$ cat src/rtl/evt_stat_pkg.sv
package evt_stat_pkg;
  localparam int EVT_W = 8;
  localparam int STB_W = 8;
  // event register bit positions
  localparam int EB_OPC = 0;
  localparam int EB_QRY = 2;
  localparam int EB_DEV = 3;
  localparam int EB_EXE = 4;
  localparam int EB_CMD = 5;
  localparam int EB_PON = 7;
  // status byte bit positions
  localparam int SB_QUE  = 2;
  localparam int SB_QUES = 3;
  localparam int SB_MSG  = 4;
  localparam int SB_ESB  = 5;
  localparam int SB_OPER = 7;

  localparam logic [EVT_W-1:0] PULSE_MASK =
      EVT_W'((1 << EB_OPC) | (1 << EB_QRY) | (1 << EB_DEV) | (1 << EB_EXE) | (1 << EB_CMD));
  localparam logic [EVT_W-1:0] PON_BIT = EVT_W'(1 << EB_PON);
endpackage

$ cat src/rtl/evt_latch.sv
module evt_latch
  import evt_stat_pkg::*;
(
  input  logic             clk,
  input  logic             rst_n,
  input  logic [EVT_W-1:0] set_i,
  input  logic             rd_clr_i,
  input  logic             cls_i,
  output logic [EVT_W-1:0] evt_o
);
  logic [EVT_W-1:0] evt_q, evt_d, kept;
  logic             por_pend_q;

  always_comb begin
    kept  = (rd_clr_i || cls_i) ? '0 : evt_q;
    evt_d = kept | (set_i & PULSE_MASK) | (por_pend_q ? PON_BIT : '0);
  end

  always_ff @(posedge clk or negedge rst_n) begin
    if (!rst_n) begin
      evt_q      <= '0;
      por_pend_q <= 1'b1;
    end else begin
      evt_q      <= evt_d;
      por_pend_q <= 1'b0;
    end
  end

  assign evt_o = evt_q;
endmodule

$ cat src/rtl/evt_mask_reg.sv
module evt_mask_reg
  import evt_stat_pkg::*;
#(
  parameter logic [EVT_W-1:0] RST_VAL = '0
) (
  input  logic             clk,
  input  logic             rst_n,
  input  logic             wr_i,
  input  logic [EVT_W-1:0] wdata_i,
  output logic [EVT_W-1:0] mask_o
);
  logic [EVT_W-1:0] mask_q;

  always_ff @(posedge clk or negedge rst_n) begin
    if (!rst_n)    mask_q <= RST_VAL;
    else if (wr_i) mask_q <= wdata_i;
  end

  assign mask_o = mask_q;
endmodule

$ cat src/rtl/stb_build.sv
module stb_build
  import evt_stat_pkg::*;
(
  input  logic [EVT_W-1:0] evt_i,
  input  logic [EVT_W-1:0] mask_i,
  input  logic             queue_nempty_i,
  input  logic             ques_i,
  input  logic             msg_i,
  input  logic             oper_i,
  output logic [STB_W-1:0] stb_o
);
  always_comb begin
    stb_o          = '0;
    stb_o[SB_QUE]  = queue_nempty_i;
    stb_o[SB_QUES] = ques_i;
    stb_o[SB_MSG]  = msg_i;
    stb_o[SB_ESB]  = |(evt_i & mask_i);
    stb_o[SB_OPER] = oper_i;
  end
endmodule

$ cat src/rtl/evt_status_hub.sv
module evt_status_hub
  import evt_stat_pkg::*;
#(
  parameter logic [EVT_W-1:0] MASK_RST = '0
) (
  input  logic             clk,
  input  logic             rst_n,
  input  logic [EVT_W-1:0] evt_set_i,
  input  logic             evt_rd_i,
  output logic [EVT_W-1:0] evt_rd_data_o,
  input  logic             cls_i,
  input  logic             mask_wr_i,
  input  logic [EVT_W-1:0] mask_wdata_i,
  output logic [EVT_W-1:0] mask_rdata_o,
  input  logic             ques_sum_i,
  input  logic             oper_sum_i,
  input  logic             queue_nempty_i,
  input  logic             msg_avail_i,
  output logic [STB_W-1:0] stb_o
);
  logic [EVT_W-1:0] evt_w, mask_w;

  evt_latch u_evt (
    .clk(clk), .rst_n(rst_n), .set_i(evt_set_i),
    .rd_clr_i(evt_rd_i), .cls_i(cls_i), .evt_o(evt_w)
  );

  evt_mask_reg #(.RST_VAL(MASK_RST)) u_mask (
    .clk(clk), .rst_n(rst_n), .wr_i(mask_wr_i),
    .wdata_i(mask_wdata_i), .mask_o(mask_w)
  );

  stb_build u_stb (
    .evt_i(evt_w), .mask_i(mask_w), .queue_nempty_i(queue_nempty_i),
    .ques_i(ques_sum_i), .msg_i(msg_avail_i), .oper_i(oper_sum_i),
    .stb_o(stb_o)
  );

  assign evt_rd_data_o = evt_w;
  assign mask_rdata_o  = mask_w;
endmodule

$ cat config.mk
export PLATFORM = sky130hd
export DESIGN_NAME = evt_status_hub
export DESIGN_NICKNAME = d
export VERILOG_FILES = /design/src/rtl/evt_stat_pkg.sv /design/src/rtl/evt_latch.sv /design/src/rtl/evt_mask_reg.sv /design/src/rtl/stb_build.sv /design/src/rtl/evt_status_hub.sv
export SDC_FILE = /design/constraint.sdc
export NUM_CORES = 1
export LEC_CHECK = 0
export ABC_AREA = 1
export ABC_CLOCK_PERIOD_IN_PS = 1200
export BUFFER_PORTS_ARGS = -buffer_cell sky130_fd_sc_hd__buf_2
export CAP_MARGIN = 15
export CORE_MARGIN = 8
export CORE_UTILIZATION = 43
export CTS_CLUSTER_DIAMETER = 60
export DETAILED_ROUTE_END_ITERATION = 10
export GPL_ROUTABILITY_DRIVEN = 0
export PLACE_DENSITY = 0.83
export SYNTH_ARGS = -nofsm -noshare
export SYNTH_HDL_FRONTEND = slang
export SYNTH_SLANG_ARGS = --single-unit
export TNS_END_PERCENT = 5
$ cat constraint.sdc
create_clock -name clk -period 1.2 [get_ports clk]
set_input_delay 0.24 -clock clk [delete_from_list [all_inputs] [get_ports clk]]
set_output_delay 0.24 -clock clk [all_outputs]
set_load 0.02 [all_outputs]
# Yosys cells after proc, flatten, opt, wreduce, memory -nomap -nowiden

Index checks and enable logic that the tools add are counted.

Register bits after elaboration: 17
Latch bits: 0
Bits in writable memories: 0
ROM bits: 0
Input bits: 25
Output and inout port bits: 24
Word-level logic and storage cells: 10
Memories kept: 0

Add/sub/neg operators: 0
$mul: 0
Div/mod/pow operators: 0
Magnitude comparators: 0
Equality and inequality tests: 0
Shift operators: 0
Mux-type cells: 2
Bitwise logic cells: 3
Reduce and logical (&&, ||, !) cells: 2

Operators with widths:

| kind                                | count |
|---|---|
| 8-bit two-way mux                   | 2 |
| 8-bit bitwise AND                   | 1 |
| 8-bit by 6-bit OR with 8-bit output | 1 |
| 8-bit OR                            | 1 |
| 8-bit OR reduction                  | 1 |
| 1-bit logical OR                    | 1 |

# Longest topological paths before layout

Depth in word-level cells: 4
Mapped depth: 4
Mapped depth without buffers: 4

# Cells and area by module

Synthesis repeated with hierarchy kept, for this count alone.

Cell total of the unflattened synthesis: 86
Area total of the unflattened synthesis: 686.9 um2

Modules (own cells, without submodules):

| module       | instances | cells each | area each (um2) | sequential area each (um2) |
|---|---|---|---|---|
| evt_mask_reg | 1         | 34         | 305.3           | 200.2 |
| evt_latch    | 1         | 29         | 269.0           | 176.4 |
| stb_build    | 1         | 23         | 112.6           | 0.0 |

# Least setup slack after synthesis

No wires, ideal clock.

Path kind: reg-to-output
Start: reg u_mask.mask_q[2], in the netlist u_mask.mask_o[2]
End: out stb_o[5]
Arrival: 804 ps
Path slack: 156 ps
Cell stages (with the launch flop): 5
Cell sequence: dfrtp_1 -> nand2_1 -> nand2_1 -> nor2_1 -> nand2_1

Cells in the longest elaborated chain, start to end: 2

RTL lines:

| element                | RTL line             | text |
|---|---|---|
| start, declared        | evt_mask_reg.sv:12   | `logic [EVT_W-1:0] mask_q;` |
| start signal, assigned | evt_mask_reg.sv:16   | `else if (wr_i) mask_q <= wdata_i;` |
| 8-bit bitwise AND      | stb_build.sv:17      | `stb_o[SB_ESB] = \|(evt_i & mask_i);` |
| 8-bit OR reduction     | stb_build.sv:17      |  |
| end, declared          | evt_status_hub.sv:19 | `output logic [STB_W-1:0] stb_o` |

Every way passes these cells.

# Worst setup path after layout

Start: reg u_evt.evt_q[7], in the netlist u_evt.evt_o[7]
End: out stb_o[5]

Cells in the longest elaborated chain, start to end: 2

RTL lines:

| element                | RTL line        | text |
|---|---|---|
| start, declared        | evt_latch.sv:11 | `logic [EVT_W-1:0] evt_q, evt_d, kept;` |
| start signal, assigned | evt_latch.sv:24 | `evt_q <= evt_d;` |
| 8-bit bitwise AND      | stb_build.sv:17 |  |
| 8-bit OR reduction     | stb_build.sv:17 |  |

Every way passes these cells.

==> impl_metrics.csv <==
group,metric,value,unit
status,status,"finished with violations",
status,violations,"setup timing",
critical_path,worstPathMaxFanout,3,
detailed_routing,via_per_inst,4.386,
critical_path,r2r_end,"u_evt.evt_o[7]",
sta,max_freq,0.7509,GHz
floorplanning,dieArea,3226,µm²
pwr,sequentialPowerShare,51.6,%
pwr,swShare,29.08,%
floorplanning,core_region_area,1541,µm²
finish,syn_to_final_growth,28.50,%
pwr,p_int,0.7874,mW
pwr,peakVddDrop,0.7327,mV
floorplanning,die_w,56.80,µm
finish,final_util,59.66,%
synth,syn_inst,76,
floorplanning,rows,14,
finish,final_cell_mix,"28 x buf_2, 18 x nand2_1, 15 x inv_1",
sta,setup_viol,1,
pwr,clock_power_share,24.4,%
clock_network,cts_root_buf,"clkbuf_4",
detailed_routing,drc,0,
critical_path,reg2reg_from,"u_evt.evt_o[7]",
finish,fillers,150,
synth,synth-seq-area-share,52.62,%
floorplanning,top_level_ports,49,
place,dp.cells,118,
finish,drive_above_1_share,41.44,%
critical_path,start_kind,"register",
detailed_routing,drtPass1Iterations,2,
sta,setup_tns,-0.1317,ns
flow_run,drv_cap,0,
place,dpl-instance-area,828.3,µm²
clock_network,clkTransAtPathRegs,0.08,ns
clock_network,clock_sinks,15,
grt,grt_pass1_vias,602,
pwr,cellPowerDensity,1207,nW/µm²
synth,ys_types,12,
grt,grt_max_degree,17,
clock_network,cts_max_level,1,
synth,yosysWarnings,0,
detailed_routing,vias,557,
finish,design_area,919.6,µm²
grt,overflow,0,
synth,mappedNetlistArea,715.7,µm²
detailed_routing,wl_per_cell,12.59,µm
sta,period_needed,1.332,ns
critical_path,cp_cell_sequence,"nand2_1, nand2_1, nor2_1, nand2_1, buf_6",
sta,hold_viol,0,
critical_path,cp-end-kind,"primary output",
clock_network,clk_latency,0.27,ns
critical_path,crit_arrival,1.09,ns
critical_path,slowest_stage,"dfrtp_1",
critical_path,r2r_slack,0.43,ns
finish,layout_commonest_cell,"buf_2",
critical_path,critPathMostFrequentCell,"nand2_1",
grt,track_usage,9.800,%
critical_path,crit_end,"stb_o[5]",
floorplanning,die_h,56.80,µm
critical_path,cp.required,0.96,ns
finish,register_area,376.6,µm²
finish,multi_input_area,215.2,µm²
pwr,p_total,1.110,mW
clock_network,numCtsBuffers,3,
grt,grt_first_pass_wirelength,2.573,mm
sta,fin_skew,0.0003051,ns
critical_path,ff2ff_path_depth,3,
synth,avgSynthCellArea,9.417,µm²
sta,finalCritPeriodShare,111.0,%
place,dpl.hpwl,1.250,mm
critical_path,slowest_delay,0.40,ns
place,io_buffers,32,
detailed_routing,antenna_left,0,
grt,antenna_found_initial,0,
finish,finalNonFillerCells,127,
pwr,power_frac_comb,24.1,%
detailed_routing,routed_wl,1.599,mm
clock_network,cts_tree,"yes",
floorplanning,start_util,46.43,%
detailed_routing,drtIter0Drc,2,
finish,antenna-diode-count,0,
critical_path,cp-startpoint,"u_evt.evt_o[7]",
sta,rsz0062_at_grt,"true",
worst_hold_path,hold_path_class,"input pin to register",
synth,ys_ff_latch,15,
finish,nNetsFinal,137,
sta,slew_violations,0,
clock_network,cts_buffer_depth,2,
sta,post-route-worst-setup-slack,-0.1317,ns
critical_path,crit_type,"register to primary output",
pwr,p_leak,0.5319,nW
pwr,p_sw,0.3229,mW
## area by class of cell
| cell class | instances | area share [%] |
|---|---|---|
| well taps | 16 | 2.177 |
| flip-flops and latches | 15 | 40.95 |
| inverters | 15 | 6.122 |
| repair buffers | 37 | 24.49 |
| multi-input cells | 40 | 23.40 |
| clock buffers | 4 | 2.857 |
## worst min path at each step
stage,startpoint,endpoint,slack [ns],depth (start not counted)
floorplan,rst_n,u_evt.evt_o[0],-0.06,0
finish,evt_set_i[0],u_evt.evt_o[0],0.16,2
detailed placement,rst_n,u_evt.evt_o[4],0.16,1
CTS,evt_set_i[0],u_evt.evt_o[0],0.16,2
global route,evt_set_i[0],u_evt.evt_o[0],0.15,2
global placement,rst_n,u_evt.evt_o[3],0.15,1
## stage by stage
step           setup slack, ns  hold slack [ns]
2_1_floorplan           0.1564         -0.05559
3_3_place_gp            0.1665           0.1526
3_5_place_dp            0.1558           0.1585
4_1_cts                -0.1235           0.1586
5_1_grt                -0.2221           0.1478
6_report               -0.1317           0.1641
## flip-flops by register name, indices dropped and copies added (netlist names)
signal,count
u_evt.evt_o,6
u_evt.por_pend_q,1
u_mask.mask_o,8
## metal layers
| metal | vias to the layer above | routed length [µm] | share of wire, % | track usage, % |
|---|---|---|---|---|
| met3 | 4 | 192 | 12 | 4.719 |
| met4 | 0 | 13 | 0.81 | 5.034 |
| li1 | 280 | - | - | - |
| met1 | 244 | 605 | 38 | 10.04 |
| met5 | - | 0 | 0 | 0 |
| met2 | 29 | 787 | 49 | 16.14 |
## power by group through the flow
stage	registers (mW)	clock network, mW	logic (mW)
finish	0.572	0.271	0.267
global route	0.577	0.317	0.292
CTS	0.573	0.282	0.258
detailed placement	0.585	0	0.229
global placement	0.582	0	0.224
floorplan	0.628	0	0.124
## worst max-delay path, delay by kind of cell, from the launching register on
family	cells	cell delay [ns]
flops	1	0.40
simple gates	4	0.29
buf+inv	1	0.13
## cells in the mapped netlist, drive strengths merged
library cell	count	area (µm²)
dfstp	1	26.28
nand2	18	67.56
inv	15	56.30
dfrtp	14	350.3
nor2	1	3.750
or2	1	6.260
conb	1	3.750
o21bai	6	75.07
buf	11	86.33
o21ai	8	40.04
## cells by family (layout without fill, tap and decap cells)
kind of cell           after synthesis  in the layout  share of synthesized area [%]
other                                1              6                         0.5240
buffers and inverters               26             56                          19.93
and+or+nand+nor                     20             20                          10.84
DFF                                 15             15                          52.62
AOI/OAI and AO/OA                   14             14                          16.08
## repair_timing
| action | in CTS | in global routing |
|---|---|---|
| pin swaps | 1 | 1 |
| cloned | 0 | 0 |
| hold buffers | 1 | 0 |
| setup endpoints to repair | 1 | 4 |
| setup buffers | 3 | 1 |
| hold endpoints to repair | 14 | 0 |
| gates resized for setup | 4 | 4 |
Power figures use the tool's default switching activity.
